## src/rtl/ilv_pkg.sv

```systemverilog
package ilv_pkg;

  typedef enum logic [2:0] {
    IM_TWO  = 3'd0,
    IM_FOUR = 3'd1,
    IM_MOD3 = 3'd2,
    IM_GRP3 = 3'd3,
    IM_ASYM = 3'd4
  } ilv_mode_e;

  localparam int unsigned CHAN_W = 2;
  localparam int unsigned BYTE_OFS_W = 3;

endpackage

```

## src/rtl/ilv_div3.sv

```systemverilog
module ilv_div3 #(
  parameter int unsigned W = 29
) (
  input  logic [W-1:0] num,
  output logic [W-1:0] quo,
  output logic [1:0]   rem
);

  logic [1:0] rc [0:W];

  assign rc[W] = 2'b00;

  for (genvar j = W - 1; j >= 0; j--) begin : g_stage
    logic [2:0] t;
    assign t      = {rc[j+1], num[j]};
    assign quo[j] = (t >= 3'd3);
    assign rc[j]  = quo[j] ? (t[1:0] + 2'd1) : t[1:0];
  end

  assign rem = rc[0];

endmodule

```

## src/rtl/ilv_lane_map.sv

```systemverilog
module ilv_lane_map
  import ilv_pkg::*;
#(
  parameter int unsigned WA_W = 29
) (
  input  logic [2:0]        mode,
  input  logic [WA_W-1:0]   wa,
  output logic [CHAN_W-1:0] chan,
  output logic [WA_W-1:0]   caddr
);

  logic [WA_W-1:0] d3_quo;
  logic [1:0]      d3_rem;

  ilv_div3 #(.W(WA_W)) u_div3 (
    .num (wa),
    .quo (d3_quo),
    .rem (d3_rem)
  );

  logic [1:0]      grp_chan;
  logic [1:0]      grp_sub;
  logic [WA_W-1:0] grp_addr;

  always_comb begin
    case (wa[2:0])
      3'd0: begin grp_chan = 2'd0; grp_sub = 2'd0; end
      3'd1: begin grp_chan = 2'd1; grp_sub = 2'd0; end
      3'd2: begin grp_chan = 2'd2; grp_sub = 2'd0; end
      3'd3: begin grp_chan = 2'd0; grp_sub = 2'd1; end
      3'd4: begin grp_chan = 2'd1; grp_sub = 2'd1; end
      3'd5: begin grp_chan = 2'd2; grp_sub = 2'd1; end
      3'd6: begin grp_chan = 2'd0; grp_sub = 2'd2; end
      default: begin grp_chan = 2'd1; grp_sub = 2'd2; end
    endcase
  end

  assign grp_addr = {2'b00, wa[WA_W-1:3], 1'b0}
                  + {3'b000, wa[WA_W-1:3]}
                  + {{(WA_W-2){1'b0}}, grp_sub};

  logic [1:0]      asym_chan;
  logic [WA_W-1:0] asym_addr;

  always_comb begin
    case (wa[1:0])
      2'd0, 2'd2: begin
        asym_chan = 2'd0;
        asym_addr = {1'b0, wa[WA_W-1:2], wa[1]};
      end
      2'd1: begin
        asym_chan = 2'd1;
        asym_addr = {2'b00, wa[WA_W-1:2]};
      end
      default: begin
        asym_chan = 2'd2;
        asym_addr = {2'b00, wa[WA_W-1:2]};
      end
    endcase
  end

  always_comb begin
    case (ilv_mode_e'(mode))
      IM_FOUR: begin
        chan  = wa[1:0];
        caddr = {2'b00, wa[WA_W-1:2]};
      end
      IM_MOD3: begin
        chan  = d3_rem;
        caddr = d3_quo;
      end
      IM_GRP3: begin
        chan  = grp_chan;
        caddr = grp_addr;
      end
      IM_ASYM: begin
        chan  = asym_chan;
        caddr = asym_addr;
      end
      default: begin
        chan  = {1'b0, wa[0]};
        caddr = {1'b0, wa[WA_W-1:1]};
      end
    endcase
  end

endmodule

```

## src/rtl/ilv_out_stage.sv

```systemverilog
module ilv_out_stage #(
  parameter int unsigned CH_W = 2,
  parameter int unsigned CA_W = 29
) (
  input  logic            clk,
  input  logic            rst,
  input  logic            in_valid,
  output logic            in_ready,
  input  logic [CH_W-1:0] d_chan,
  input  logic [CA_W-1:0] d_caddr,
  output logic            out_valid,
  input  logic            out_ready,
  output logic [CH_W-1:0] out_chan,
  output logic [CA_W-1:0] out_caddr
);

  assign in_ready = !out_valid || out_ready;

  always_ff @(posedge clk) begin
    if (rst) begin
      out_valid <= 1'b0;
    end else if (in_ready) begin
      out_valid <= in_valid;
    end
  end

  always_ff @(posedge clk) begin
    if (in_ready && in_valid) begin
      out_chan  <= d_chan;
      out_caddr <= d_caddr;
    end
  end

endmodule

```

## src/rtl/ilv_mapper.sv

```systemverilog
module ilv_mapper
  import ilv_pkg::*;
#(
  parameter int unsigned ADDR_W = 32
) (
  input  logic              clk,
  input  logic              rst,
  input  logic [2:0]        mode,
  input  logic              in_valid,
  output logic              in_ready,
  input  logic [ADDR_W-1:0] in_addr,
  output logic              out_valid,
  input  logic              out_ready,
  output logic [1:0]        out_chan,
  output logic [ADDR_W-4:0] out_caddr
);

  localparam int unsigned WA_W = ADDR_W - BYTE_OFS_W;

  logic [WA_W-1:0]   word_addr;
  logic [2:0]        unused_byte_ofs;
  logic [CHAN_W-1:0] map_chan;
  logic [WA_W-1:0]   map_caddr;

  assign word_addr       = in_addr[ADDR_W-1:BYTE_OFS_W];
  assign unused_byte_ofs = in_addr[BYTE_OFS_W-1:0];

  ilv_lane_map #(.WA_W(WA_W)) u_map (
    .mode  (mode),
    .wa    (word_addr),
    .chan  (map_chan),
    .caddr (map_caddr)
  );

  ilv_out_stage #(.CH_W(CHAN_W), .CA_W(WA_W)) u_out (
    .clk       (clk),
    .rst       (rst),
    .in_valid  (in_valid),
    .in_ready  (in_ready),
    .d_chan    (map_chan),
    .d_caddr   (map_caddr),
    .out_valid (out_valid),
    .out_ready (out_ready),
    .out_chan  (out_chan),
    .out_caddr (out_caddr)
  );

endmodule

```

## config.mk

```make
export PLATFORM = sky130hd
export DESIGN_NAME = ilv_mapper
export DESIGN_NICKNAME = d
export VERILOG_FILES = /design/src/rtl/ilv_pkg.sv /design/src/rtl/ilv_div3.sv /design/src/rtl/ilv_lane_map.sv /design/src/rtl/ilv_out_stage.sv /design/src/rtl/ilv_mapper.sv
export SDC_FILE = /design/constraint.sdc
export NUM_CORES = 1
export LEC_CHECK = 0
export BUFFER_PORTS_ARGS = -buffer_cell sky130_fd_sc_hd__buf_2
export CAP_MARGIN = 15
export CORE_MARGIN = 3
export CORE_UTILIZATION = 55
export CTS_BUF_LIST = sky130_fd_sc_hd__clkbuf_8
export DETAILED_ROUTE_END_ITERATION = 10
export GPL_ROUTABILITY_DRIVEN = 0
export PLACE_DENSITY = 0.78
export RECOVER_POWER = 50
export SKIP_CTS_REPAIR_TIMING = 1
export SLEW_MARGIN = 15
export SYNTH_ARGS = -nofsm -noshare
export SYNTH_HDL_FRONTEND = slang
export SYNTH_HIERARCHICAL = 1
export SYNTH_SLANG_ARGS = --single-unit
```

## constraint.sdc

```tcl
create_clock -name clk -period 47.5 [get_ports clk]
set_input_delay 4.75 -clock clk [delete_from_list [all_inputs] [get_ports clk]]
set_output_delay 4.75 -clock clk [all_outputs]
set_load 0.1 [all_outputs]
```

==> flow_metrics.env <==
export IMPL_outcome="finished with violations"
export IMPL_failing_checks="capacitance limit, slew limit"
export IMPL_worst_hold_path_num_cells=2
export IMPL_grt_pass1_wl_mm=28.24
export IMPL_synth_warning_count=6
export IMPL_setup_worst_path_start_class="primary input"
export IMPL_synth_cell_types=91
export IMPL_insertion_delay_ns=0.30
export IMPL_hold_worst_slack_ns=0.5198
export IMPL_first_global_vias=6249
export IMPL_synth_avg_cell_area_um2=7.659
export IMPL_fp_dieArea_um2=12880
export IMPL_tritoncts_num_buffers=5
export IMPL_avgRoutedWirePerCell_um=16.73
export IMPL_synth_flop_cell="sky130_fd_sc_hd__edfxtp_1"
export IMPL_placement_setup_worst_slack_ns=13.36
export IMPL_worst_slew_margin_rel_pct=-49.91
export IMPL_area_growth_syn_to_layout_pct=7.577
export IMPL_vdd_drop_max_uv=68.46
export IMPL_synth_sequential_area_ratio_pct=14.96
export IMPL_post_layout_total_power_w=0.0004730
export IMPL_fillers=1010
export IMPL_synthArstFlopShare_pct=0
export IMPL_clkTransAtPathRegs_ns=0.07
export IMPL_first_iter_violations=902
export IMPL_postSynthNetCount=950
export IMPL_grt_max_degree=32
export IMPL_final_layout_size_suffix_gt1_share_pct=13.04
export IMPL_critPathCaptureType="flop"
export IMPL_totalWireLength_mm=16.96
export IMPL_layout_nets=993
export IMPL_finalWorstPathRequiredPeriod_ns=34.54
export IMPL_n_antenna_cell=0
export IMPL_setup_tns_ns=0
export IMPL_cp_slowest_stage_delay_ns=0.50
export IMPL_cts_htree_levels=2
export IMPL_timing_worst_setup_path_type="primary input to flop"
export IMPL_tritoncts="built"
export IMPL_drt_pre_antenna_iters=9
export IMPL_placed_area_um2=6760
export IMPL_initial_core_util_pct=57.39
export IMPL_die_h_um=113.5
export IMPL_antenna_found_initial=0
export IMPL_report_final_slew_viol_count=32
export IMPL_grt_setup_unrepaired="false"
export IMPL_max_cap_viol_count=1
export IMPL_synthesis_area_um2=6357
export IMPL_worstRegToRegCells=2
export IMPL_final_hold_violation_count=0
export IMPL_ys_ff_latch=32
export IMPL_route_vias_total=6823
export IMPL_vias_per_cell=6.729
export IMPL_power_per_cell_area_nw_per_um2=69.16
export IMPL_reg2reg_slack_ns=45.00
export IMPL_finalSetupViolations=0
export IMPL_drtAntennaViolNets=0
export IMPL_post_route_drc_count=0
export IMPL_worstHoldPathType="flop to flop"
export IMPL_cts_root_to_sink_buffers=2
export IMPL_finalCritPeriodShare_pct=72.72
export IMPL_core_area_um2=11080
export IMPL_worst_path_max_fanout=9
export IMPL_grtUsageTotal_pct=25.57
export IMPL_port_buffer_cells=68
export IMPL_row_count=38
export IMPL_timing_final_ws_setup_ns=12.96
export IMPL_transition_time_of_the_tightest_slew_check_pin_ns=2.247
export IMPL_netlist_instances=830
export IMPL_synth_top_cell_by_area="sky130_fd_sc_hd__ha_1"
export IMPL_power_leakage_nw=2.902
export IMPL_critPathMostFrequentCell="sky130_fd_sc_hd__ha_1"
export IMPL_cts_root_buf="sky130_fd_sc_hd__clkbuf_8"
export IMPL_synth_area_top_cells="sky130_fd_sc_hd__ha_1 (16%), sky130_fd_sc_hd__edfxtp_1 (15%), sky130_fd_sc_hd__nor2_1 (5.5%), sky130_fd_sc_hd__a21oi_1 (5.0%), sky130_fd_sc_hd__o21ai_0 (4.5%)"
export IMPL_io_pins=72
export IMPL_hpwl_mm=12.67
export IMPL_clock_sink_count=32
export IMPL_final_setup_skew_ns=0.006573
export IMPL_synth_edf_count=31
export IMPL_die_width_um=113.5
export IMPL_netlist_area_leader_share_pct=15.55
export IMPL_required_time_reported_for_the_critical_path_endpoint_ns=47.65
export IMPL_max_freq_ghz=0.02895
export IMPL_final_area_um2=6839
export IMPL_timing_critical_path_arrival_ns=34.69
export IMPL_crit_slowest_cell="sky130_fd_sc_hd__or3b_2"
export IMPL_gr_total_overflow=0
worst max-delay path: cells and delay by family:
family	cells	cell delay (ns)
AOI/OAI and AO/OA	55	11.89
and+or+nand+nor	49	8.36
adders and majority gates	27	7.27
muxes	6	1.58
buffers and inverters	8	0.82
layer usage:
metal | global-route usage, % | routed length, um | vias up
met1 | 35.38 | 7533 | 3212
met4 | 7.772 | 276 | 0
met5 | 0 | 0 | -
li1 | - | - | 3296
met2 | 42.44 | 8006 | 285
met3 | 2.175 | 1147 | 30
kinds of logic (layout without fill, tap and decap cells):
kind of cell | Yosys count | in the layout | share of synthesized area, %
compound gates | 305 | 305 | 35.27
simple gates | 304 | 304 | 23.18
fa+ha+maj | 81 | 81 | 16.18
buf+inv | 67 | 111 | 4.133
flops | 32 | 32 | 14.96
xor+xnor | 23 | 23 | 3.169
mux | 17 | 17 | 3.051
other cells | 1 | 1 | 0.05899
power breakdown:
part | switching (W) | total, W | internal, W
Sequential | 0.00000115 | 0.0000378 | 0.0000366
Combinational | 0.000250 | 0.000407 | 0.000157
Clock | 0.0000122 | 0.0000277 | 0.0000155
synth_stat cells (4+ instances only):
cell type	count
sky130_fd_sc_hd__and2_1	5
sky130_fd_sc_hd__nand3b_1	4
sky130_fd_sc_hd__inv_1	30
sky130_fd_sc_hd__a211oi_2	5
sky130_fd_sc_hd__and3_1	6
sky130_fd_sc_hd__nor2_1	93
sky130_fd_sc_hd__a222oi_1	24
sky130_fd_sc_hd__clkbuf_1	29
sky130_fd_sc_hd__or2_2	7
sky130_fd_sc_hd__a22o_1	5
sky130_fd_sc_hd__o21a_1	7
sky130_fd_sc_hd__buf_2	4
sky130_fd_sc_hd__xnor2_1	10
sky130_fd_sc_hd__o31ai_1	7
sky130_fd_sc_hd__or3_1	4
sky130_fd_sc_hd__a211oi_1	12
sky130_fd_sc_hd__nand2_1	76
sky130_fd_sc_hd__nand2b_1	19
sky130_fd_sc_hd__a21oi_1	64
sky130_fd_sc_hd__o22ai_1	10
sky130_fd_sc_hd__mux2i_1	10
sky130_fd_sc_hd__o211ai_1	7
sky130_fd_sc_hd__o21ai_1	10
sky130_fd_sc_hd__nor3_1	31
sky130_fd_sc_hd__edfxtp_1	31
sky130_fd_sc_hd__nand3_1	15
sky130_fd_sc_hd__a21o_1	13
sky130_fd_sc_hd__nand4_1	7
sky130_fd_sc_hd__xor2_1	13
sky130_fd_sc_hd__a211o_1	8
sky130_fd_sc_hd__nor4_1	7
sky130_fd_sc_hd__nor3b_1	6
sky130_fd_sc_hd__o21bai_1	8
sky130_fd_sc_hd__a31oi_1	14
sky130_fd_sc_hd__o21ai_0	57
sky130_fd_sc_hd__ha_1	79
sky130_fd_sc_hd__nor2b_1	9
layout by cell type (no fill, tap or decap), types with 7 or more instances in the layout:
| cell | n |
|---|---|
| sky130_fd_sc_hd__nor2_1 | 91 |
| sky130_fd_sc_hd__ha_1 | 79 |
| sky130_fd_sc_hd__nand2_1 | 76 |
| sky130_fd_sc_hd__a21oi_1 | 65 |
| sky130_fd_sc_hd__o21ai_0 | 57 |
| sky130_fd_sc_hd__buf_2 | 53 |
| sky130_fd_sc_hd__nor3_1 | 31 |
| sky130_fd_sc_hd__edfxtp_1 | 31 |
| sky130_fd_sc_hd__inv_1 | 30 |
| sky130_fd_sc_hd__a222oi_1 | 24 |
| sky130_fd_sc_hd__nand2b_1 | 20 |
| sky130_fd_sc_hd__clkbuf_1 | 15 |
| sky130_fd_sc_hd__nand3_1 | 15 |
| sky130_fd_sc_hd__a31oi_1 | 14 |
| sky130_fd_sc_hd__xor2_1 | 13 |
| sky130_fd_sc_hd__a21o_1 | 13 |
| sky130_fd_sc_hd__a211oi_1 | 12 |
| sky130_fd_sc_hd__o22ai_1 | 10 |
| sky130_fd_sc_hd__o21ai_1 | 10 |
| sky130_fd_sc_hd__xnor2_1 | 10 |
| sky130_fd_sc_hd__mux2i_1 | 10 |
| sky130_fd_sc_hd__nor2b_1 | 9 |
| sky130_fd_sc_hd__o21bai_1 | 8 |
| sky130_fd_sc_hd__a211o_1 | 8 |
| sky130_fd_sc_hd__o21a_1 | 7 |
| sky130_fd_sc_hd__nand4_1 | 7 |
| sky130_fd_sc_hd__o211ai_1 | 7 |
| sky130_fd_sc_hd__o31ai_1 | 7 |
| sky130_fd_sc_hd__or2_2 | 7 |
| sky130_fd_sc_hd__nor4_1 | 7 |
through the flow:
| stage | util, % | instances |
|---|---|---|
| floorplan | - | 830 |
| global placement | 61.02 | 1006 |
| detailed placement | 61.02 | 1006 |
| CTS | 62.03 | 1014 |
| global route | 61.73 | 1014 |
| finish | 61.73 | 1014 |
registers in the layout (all words and copies together), names as in the netlist:
signal,count
u_out/out_valid,1
u_out/out_chan,2
u_out/out_caddr,29
layout make-up:
| cell class | count | area [um2] | area share, % |
|---|---|---|---|
| tap | 140 | 175.2 | 2.561 |
| sequential | 32 | 950.9 | 13.90 |
| clock buffer | 5 | 68.82 | 1.006 |
| inverter | 32 | 122.6 | 1.793 |
| timing repair buffer | 71 | 344.1 | 5.031 |
| clock inverter | 3 | 42.54 | 0.6220 |
| multi-input combinational | 731 | 5135 | 75.08 |
final timing paths:
check,startpoint,to
worst min register to register,u_out/out_valid,u_out/out_valid
worst max register to register,u_out/out_valid,u_out/out_caddr[9]
worst max-delay path,in_addr[30],u_out/out_chan[0]
worst min-delay path,u_out/out_valid,u_out/out_valid
No activity file was read; power rests on OpenSTA's default activity.
